--- config.mk ---
export PLATFORM = sky130hd
export DESIGN_NAME = obj_lookup
export DESIGN_NICKNAME = d
export VERILOG_FILES = /design/src/rtl/obj_lookup_pkg.sv /design/src/rtl/obj_hash.sv /design/src/rtl/ctx_decode.sv /design/src/rtl/inst_xlat.sv /design/src/rtl/obj_lookup.sv
export SDC_FILE = /design/constraint.sdc
export NUM_CORES = 1
export LEC_CHECK = 0
export ABC_AREA = 1
export BUFFER_PORTS_ARGS = -buffer_cell sky130_fd_sc_hd__buf_2
export CORE_MARGIN = 3
export CORE_UTILIZATION = 25
export CTS_CLUSTER_SIZE = 24
export DETAILED_ROUTE_END_ITERATION = 8
export GPL_TIMING_DRIVEN = 0
export PLACE_DENSITY = 0.44
export SLEW_MARGIN = 40
export SYNTH_ARGS = -nofsm -noshare
export SYNTH_HDL_FRONTEND = slang
export SYNTH_SLANG_ARGS = --single-unit
--- constraint.sdc ---
create_clock -name clk_i -period 2.32 [get_ports clk_i]
set_input_delay 0.232 -clock clk_i [delete_from_list [all_inputs] [get_ports clk_i]]
set_output_delay 0.232 -clock clk_i [all_outputs]
set_load 0.05 [all_outputs]
--- src/rtl/obj_lookup_pkg.sv ---
package obj_lookup_pkg;
  localparam int NAME_W  = 32;
  localparam int HASH_W  = 8;
  localparam int SLOT_SH = 4;   // 16-byte slots
  localparam int MIN_TSH = 12;  // smallest table is 4 KB

  localparam int INST_LSB = 0;
  localparam int INST_W   = 16;
  localparam int CLS_LSB  = 16;
  localparam int CLS_W    = 7;
  localparam int SUB_LSB  = 24;
  localparam int SUB_W    = 3;
  localparam int CH_LSB   = 28;
  localparam int CH_W     = 3;
  localparam int SW_BIT   = 31;

  typedef enum logic [2:0] {
    ST_IDLE,
    ST_RD_NAME,
    ST_RD_DESC,
    ST_EVAL,
    ST_RESP
  } lk_state_e;

  typedef struct packed {
    logic              sw;
    logic [CH_W-1:0]   chan;
    logic [SUB_W-1:0]  subch;
    logic [CLS_W-1:0]  cls;
    logic [INST_W-1:0] inst;
  } obj_ctx_t;
endpackage

--- src/rtl/obj_hash.sv ---
module obj_hash
  import obj_lookup_pkg::*;
#(
  parameter int CHAN_W = 3,
  parameter int MEM_AW = 22
) (
  input  logic [NAME_W-1:0] name_i,
  input  logic [CHAN_W-1:0] chan_i,
  input  logic [MEM_AW-1:0] base_i,
  input  logic [1:0]        size_i,
  output logic [MEM_AW-1:0] slot_o
);
  localparam int NBYTES = NAME_W / 8;
  localparam int OFF_W  = HASH_W + SLOT_SH;

  logic [HASH_W-1:0] hash;
  logic [MEM_AW-1:0] size_mask;
  logic [MEM_AW-1:0] offset;

  always_comb begin
    hash = HASH_W'(chan_i);
    for (int b = 0; b < NBYTES; b++) hash ^= name_i[b*8 +: 8];
  end

  assign size_mask = (MEM_AW'(1) << (MIN_TSH + int'(size_i))) - MEM_AW'(1);
  assign offset    = MEM_AW'({hash, {SLOT_SH{1'b0}}}) & size_mask;
  assign slot_o    = (base_i & ~size_mask) + offset;

  logic unused_w;
  assign unused_w = ^OFF_W;
endmodule

--- src/rtl/ctx_decode.sv ---
module ctx_decode
  import obj_lookup_pkg::*;
(
  input  logic [NAME_W-1:0] req_name_i,
  input  logic [31:0]       mem_name_i,
  input  logic [31:0]       desc_i,
  output logic              hit_o,
  output obj_ctx_t          ctx_o
);
  obj_ctx_t raw;

  assign raw.sw    = desc_i[SW_BIT];
  assign raw.chan  = desc_i[CH_LSB  +: CH_W];
  assign raw.subch = desc_i[SUB_LSB +: SUB_W];
  assign raw.cls   = desc_i[CLS_LSB +: CLS_W];
  assign raw.inst  = desc_i[INST_LSB +: INST_W];

  assign hit_o = (mem_name_i == req_name_i) && (desc_i != '0);
  assign ctx_o = hit_o ? raw : '0;
endmodule

--- src/rtl/inst_xlat.sv ---
module inst_xlat #(
  parameter int MEM_AW = 22
) (
  input  logic [MEM_AW-1:0] addr_i,
  output logic [MEM_AW-1:0] addr_o
);
  localparam logic [MEM_AW-1:0] FLIP = {{(MEM_AW-4){1'b1}}, 4'b0000};
  assign addr_o = addr_i ^ FLIP;
endmodule

--- src/rtl/obj_lookup.sv ---
module obj_lookup
  import obj_lookup_pkg::*;
#(
  parameter int CHAN_W = 3,
  parameter int MEM_AW = 22
) (
  input  logic              clk_i,
  input  logic              rst_ni,
  input  logic              req_valid_i,
  output logic              req_ready_o,
  input  logic [31:0]       req_name_i,
  input  logic [CHAN_W-1:0] req_chan_i,
  input  logic [MEM_AW-1:0] tbl_base_i,
  input  logic [1:0]        tbl_size_i,
  output logic              mem_rd_o,
  output logic [MEM_AW-1:0] mem_addr_o,
  input  logic [31:0]       mem_data_i,
  output logic              rsp_valid_o,
  output logic              rsp_hit_o,
  output logic              rsp_sw_o,
  output logic [2:0]        rsp_chan_o,
  output logic [2:0]        rsp_subch_o,
  output logic [6:0]        rsp_class_o,
  output logic [15:0]       rsp_inst_o,
  input  logic [MEM_AW-1:0] xlat_addr_i,
  output logic [MEM_AW-1:0] xlat_addr_o
);
  lk_state_e         state_q, state_d;
  logic [31:0]       name_q, mem_name_q;
  logic [MEM_AW-1:0] slot_q, slot_d;
  logic              hit_d, hit_q;
  obj_ctx_t          ctx_d, ctx_q;
  logic              accept;

  obj_hash #(.CHAN_W(CHAN_W), .MEM_AW(MEM_AW)) u_hash (
    .name_i (req_name_i),
    .chan_i (req_chan_i),
    .base_i (tbl_base_i),
    .size_i (tbl_size_i),
    .slot_o (slot_d)
  );

  ctx_decode u_dec (
    .req_name_i (name_q),
    .mem_name_i (mem_name_q),
    .desc_i     (mem_data_i),
    .hit_o      (hit_d),
    .ctx_o      (ctx_d)
  );

  inst_xlat #(.MEM_AW(MEM_AW)) u_xlat (
    .addr_i (xlat_addr_i),
    .addr_o (xlat_addr_o)
  );

  assign req_ready_o = (state_q == ST_IDLE);
  assign accept      = req_valid_i && req_ready_o;

  always_comb begin
    state_d = state_q;
    unique case (state_q)
      ST_IDLE:    if (accept) state_d = ST_RD_NAME;
      ST_RD_NAME: state_d = ST_RD_DESC;
      ST_RD_DESC: state_d = ST_EVAL;
      ST_EVAL:    state_d = ST_RESP;
      ST_RESP:    state_d = ST_IDLE;
      default:    state_d = ST_IDLE;
    endcase
  end

  always_ff @(posedge clk_i or negedge rst_ni) begin
    if (!rst_ni) begin
      state_q    <= ST_IDLE;
      name_q     <= '0;
      slot_q     <= '0;
      mem_name_q <= '0;
      hit_q      <= 1'b0;
      ctx_q      <= '0;
    end else begin
      state_q <= state_d;
      if (accept) begin
        name_q <= req_name_i;
        slot_q <= slot_d;
      end
      // name word lands while the descriptor read is issued
      if (state_q == ST_RD_DESC) mem_name_q <= mem_data_i;
      if (state_q == ST_EVAL) begin
        hit_q <= hit_d;
        ctx_q <= ctx_d;
      end
    end
  end

  assign mem_rd_o    = (state_q == ST_RD_NAME) || (state_q == ST_RD_DESC);
  assign mem_addr_o  = (state_q == ST_RD_DESC) ? slot_q + MEM_AW'(4) : slot_q;

  assign rsp_valid_o = (state_q == ST_RESP);
  assign rsp_hit_o   = hit_q;
  assign rsp_sw_o    = ctx_q.sw;
  assign rsp_chan_o  = ctx_q.chan;
  assign rsp_subch_o = ctx_q.subch;
  assign rsp_class_o = ctx_q.cls;
  assign rsp_inst_o  = ctx_q.inst;
endmodule

---- Yosys cells after proc, flatten, opt, wreduce, memory -nomap -nowiden ----
Index checks and enable logic that the tools add are counted.
word-level totals
  register bits after elaboration ......... 120
  output and inout port bits .............. 78
  logic and storage cells ................. 38
cells by class
  add/sub/neg operators ................... 4
  equality and inequality tests ........... 6
  shift operators ......................... 1
  multiplexer cells ....................... 4
  bitwise gates (word level) .............. 8
  reduce and logical (&&, ||, !) cells .... 5
operator list
  kind                     number
  $eq A32 B32 Y1           1
  $reduce_bool A32 Y1      1
  $shl A1 B32 Y22 const A  1
  $mux W30                 1
  $xor A8 B8 Y8            3
  $add A22 B22 Y22         1
  $add A22 B3 Y22 const B  1
  $and A12 B22 Y22         1
  $and A22 B22 Y22         1
  $mux W22                 1
  $not A22 Y22             1
  $sub A22 B2 Y22 const B  1
  $not A18 Y18             1
  $pmux W3 S4              1
  $xor A3 B8 Y8            1
  $eq A3 B2 Y1 const B     2
  $add A4 B2 Y5 const A    1
  $eq A3 B1 Y1 const B     1
  $eq A3 B3 Y1 const B     1
  $logic_not A3 Y1         1
  $mux W3                  1
  $logic_and A1 B1 Y1      2
  $ne A2 B1 Y1 const B     1
  $logic_or A1 B1 Y1       1

---- Depth between registers and ports, before layout ----
  depth after elaboration ................. 6
  gate-level depth with buffers ........... 11

---- Hierarchy ----
From an unflattened synthesis, not the netlist that was laid out.
second synthesis, totals
  cell total of the unflattened synthesis .. 984
  area total of the unflattened synthesis .. 7145.6 µm²
modules (own cells, without submodules)
  module      instances  cells an instance  area an instance (µm²)
  obj_lookup  1          629                5366.4
  ctx_decode  1          249                1209.9
  obj_hash    1          84                 471.7
  inst_xlat   1          22                 97.6

---- Worst setup path before layout ----
No wires, ideal clock.
  path kind ............................... flip-flop to flip-flop
  start ................................... register state_q[0]
  end ..................................... register slot_q[16]
  setup time .............................. 0.118 ns
  arrival time ............................ 1.914 ns
  data required time ...................... 2.202 ns
  path slack .............................. 0.288 ns
  stages on the path, launching flop included .. 9
  buffers on the path ..................... 2
  clock period less this slack ............ 2.032 ns
  path through ............................ dfrtp_1 -> nor2_1 -> inv_1 -> nor2_1 -> nand2_1 -> buf_2 -> clkbuf_1 -> nand2_1 -> nand2_1
between the ends
  longest elaborated chain between the ends .. 2
RTL lines
  item                      RTL line          source
  start: declaration        obj_lookup.sv:28  lk_state_e state_q, state_d;
  start signal: assignment  obj_lookup.sv:80  state_q <= state_d;
  $logic_not A3 Y1          obj_lookup.sv:56  assign req_ready_o = (state_q == ST_IDLE);
  net req_ready_o           obj_lookup.sv:10  output logic req_ready_o,
  $logic_and A1 B1 Y1       obj_lookup.sv:57  assign accept = req_valid_i && req_ready_o;
  end signal: assignment    obj_lookup.sv:83  slot_q <= slot_d;
  end: declaration          obj_lookup.sv:30  logic [MEM_AW-1:0] slot_q, slot_d;
The timed path passes the listed nets, and every way through them passes these cells.
A chain may end at the register's enable or synchronous reset.

---- Worst setup path after layout ----
  start ................................... register state_q[0]
  end ..................................... output port mem_addr_o[2]
between the ends
  longest elaborated chain between the ends .. 2
RTL lines
  item              RTL line          source
  $eq A3 B2 Y1      obj_lookup.sv:95  assign mem_addr_o = (state_q == ST_RD_DESC) ? slot_q + MEM_AW'(4) : slot_q;
  $mux W22          obj_lookup.sv:95
  end: declaration  obj_lookup.sv:16  output logic [MEM_AW-1:0] mem_addr_o,
Every way passes these cells.

==> summary.md <==
| Metric | Value |
|---|---|
| Worst path bufs/invs | 3 |
| Startpoint types | flop |
| Area of the multi-input gates | 2140 um2 |
| Cells after DPL | 1,126 |
| Post-Synth Adder-Cell Area | 0.229% |
| Routed WL | 16.5 mm |
| Clock skew | 9.35 ps |
| Post-Synth XOR/XNOR Area | 6.41% |
| Largest family of logic cells by synthesized area | simple AND/OR/NAND/NOR gates |
| Register area | 2900 um2 |
| CP Capture Type | output pin |
| Vias | 4,665 |
| Mapped Cells | 674 |
| Post-Syn Area | 5460 um2 |
| Largest area contributor in the netlist | dfrtp_1 |
| FF-to-FF End | mem_name_q[27] |
| Fin crit share | 90.1% |
| IO Pins | 194 |
| Die area | 23,700 um2 |
| Worst reg-to-reg setup slack | 610 ps |
| Area grow syn2layout | 34.4% |
| Initial Util | 25.7% |
| Sequential fraction of the synthesis area | 53.1% |
| Die Y | 154 um |
| Total CTS buffers | 17 |
| Clock buffer depth | 2 |
| CTS sink count | 116 |
| Die width | 154 um |
| Worst-Skew Late Latency | 420 ps |
| Hpwl dp | 12.6 mm |
| Hold Crit Depth | 3 |
| Netlist cell types | 24 |
| CTS tree | done |
| RePlAce Congestion | 0.729 |
| Simple-gate area share of the yosys netlist | 27.7% |
| Synth Area in Compound Gates | 4.54% |
| Ys async rst share | 100% |
| Power Dens Cells | 1250 nW/um2 |
| Critical setup path kind | flop to output pin |
| Vias in the first global route | 4,671 |
| Min-delay worst type | primary input to flop |
| R2R cell count | 8 |
| Synth cell count leaders | nand2_1, dfrtp_1, inv_1 |
| Worst EP arrival | 1860 ps |
| Outcome | finished, final reports clean |
| Wire per inst | 14.2 um |
| Worst flop-to-flop path startpoint | state_q[0] |
| Crit path time final | 2090 ps |
| Layout cell share with drive strength beyond 1 | 27.6% |
| IO buf count | 174 |
| Worst IR Drop VDD | 391 uV |
| GRT Total Usage | 14.4% |
| Final Max Slew Viols | 0 |
| Nets | 992 |
| Depth of the CTS H-tree | 4 |
| #FFs+latches synth | 116 |
| Placement Rows | 53 |
| P_leak | 0.00404 uW |
| Core Util, Final | 34.6% |
| Worst Hold Launch | tbl_base_i[18] |
| CP Max Fanout | 10 |
| Area contributors post-synth | dfrtp_1, nand2_1, xnor2_1 |
| Largest net degree at the start of global routing | 70 |
| Max stage delay cell, worst path | dfrtp_1 |
| Final cell count without fillers | 1,163 |
| Worst-path clk slew | 50 ps |
| Slew HR | 66.2% |
| Hold Path Sink | slot_q[18] |
| Post-synth EDFFs | 0 |
| Hold slack | 22.3 ps |
| Cell with the most instances after synthesis | nand2_1 |
| Area of the core | 21,200 um2 |
| Peak Freq | 0.478 GHz |
| Synth top area share | 53.1% |
| Mean Syn Cell Area | 8.10 um2 |
| Vias per cell | 4.01 |
| Clock root cell | clkbuf_16 |
| CP cell instances | nor2_1, inv_1, nor2_4, clkbuf_2, buf_2 |
| Maxcap violations | 0 |
| Final Cell Area | 7340 um2 |
| Placed cell area | 6720 um2 |
| Antenna cells | 0 |
| FILL cells | 2,280 |
| Unrepaired setup endpoints after global routing | false |
| Initial antenna violation count | 0 |
| Finish-stage setup viols | 0 |
| Global-route wire length before repair | 26.3 mm |
| Critical path required time | 2090 ps |
| Multiplexer area fraction after synthesis | 0% |
| Initial DRC count | 241 |
| CP peak stage delay | 400 ps |
| Top_reg_cell synth | dfrtp_1 |
| Drt pass-1 iters | 4 |
| Worst-Margin Slew | 507 ps |
| Final ANT Viol Nets | 0 |
| Total global routing overflow | 0 |
| Delay-heaviest family, CP | buffers and inverters |
| Synth warnings | 0 |
| Final hold vios | 0 |
| DRC Markers | 0 |
-- tightest hold or removal path: cells and delay by family --
kind / cells / cell delay [ps]
buffers and inverters: 1 / 70
and+or+nand+nor: 2 / 90
-- metal layers --
metal / part of all wire [%] / vias to the layer above / global-route usage (%)
li1: - / 2453 / -
met1: 50 / 2064 / 20.2
met4: 1.1 / 0 / 4.92
met5: 0 / - / 0
met3: 6.6 / 11 / 4.33
met2: 42 / 137 / 21.3
-- report_power, final --
part | leakage, uW | total, uW | switching (uW) | internal (uW)
logic | 0.00228 | 3410 | 2320 | 1080
clock network | 0.000276 | 2530 | 936 | 1590
registers | 0.00149 | 3260 | 492 | 2770
total | 0.00404 | 9190 | 3750 | 5440
-- final cells by class --
cell class	count	share of cell area, %
tap	275	4.68
clock buffer	21	6.13
inverter	67	3.48
buffer	31	2.44
clock inverter	11	1.50
sequential	116	39.5
timing repair buffer	181	13.1
multi-input combinational	461	29.1
-- cell usage in the layout (no fill, tap or decap) --
cell             n
o31ai_1          1
nand3_1         29
clkbuf_1        15
buf_16           1
clkbuf_8         1
ha_1             1
clkinvlp_4       3
or2_2            4
xor2_1           4
conb_1           3
dfrtp_1        116
buf_2          180
clkinv_1         1
bufinv_16        2
clkbuf_16       17
nor2_2           2
nand3_2         10
nor2_1          37
xnor2_1         36
inv_1           64
nand3b_1         1
buf_6            3
clkbuf_2         1
inv_2            1
nor2_4           2
nand2_1        281
o21ai_0         48
buf_8            1
nand4_1          1
nor3_1           1
buf_4           10
dlygate4sd3_1    4
clkinv_2         7
-- metrics by stage --
stage	worst slack [ps]	power, uW	TNS (ps)
2_1_floorplan	288	5690	0
3_3_place_gp	-722	6680	-82420
4_1_cts	101	9320	0
6_report	230	9190	0
3_5_place_dp	309	6710	0
5_1_grt	67.3	9940	0
-- state kept, by name, summed over array words and instances, names as in the netlist --
signal	count
mem_name_q	32
rsp_inst_o	16
slot_q	18
rsp_class_o	7
rsp_hit_o	1
rsp_chan_o	3
state_q	3
rsp_sw_o	1
name_q	32
rsp_subch_o	3
-- logic make-up (layout without fill, tap and decap cells) --
kind of cell,count (synthesis),after routing
other,1,3
XOR/XNOR,40,40
buffers and inverters,99,311
adder cells (fa/ha/maj),1,1
AO/OA/AOI/OAI,49,49
flip-flops,116,116
AND/OR/NAND/NOR,368,368
-- worst max-delay path by stage --
stage / startpoint / end / slack (ps) / depth (start not counted)
finish: state_q[0] / mem_addr_o[2] / 230 / 5
detailed placement: state_q[0] / mem_rd_o / 310 / 7
global placement: rst_ni / rsp_inst_o[1] / -720 / 1
floorplan: state_q[0] / slot_q[16] / 290 / 8
CTS: state_q[0] / mem_rd_o / 100 / 6
global route: state_q[0] / mem_addr_o[2] / 70 / 5
-- timing repair --
action	4_1_cts	5_1_grt
buffers inserted	0	2
pin swaps	0	0
endpoints found under the hold margin	50	0
resized for setup	2	1
hold buffers	4	0
endpoints found under the setup margin	2	1
(Power assumes the default switching activity.)
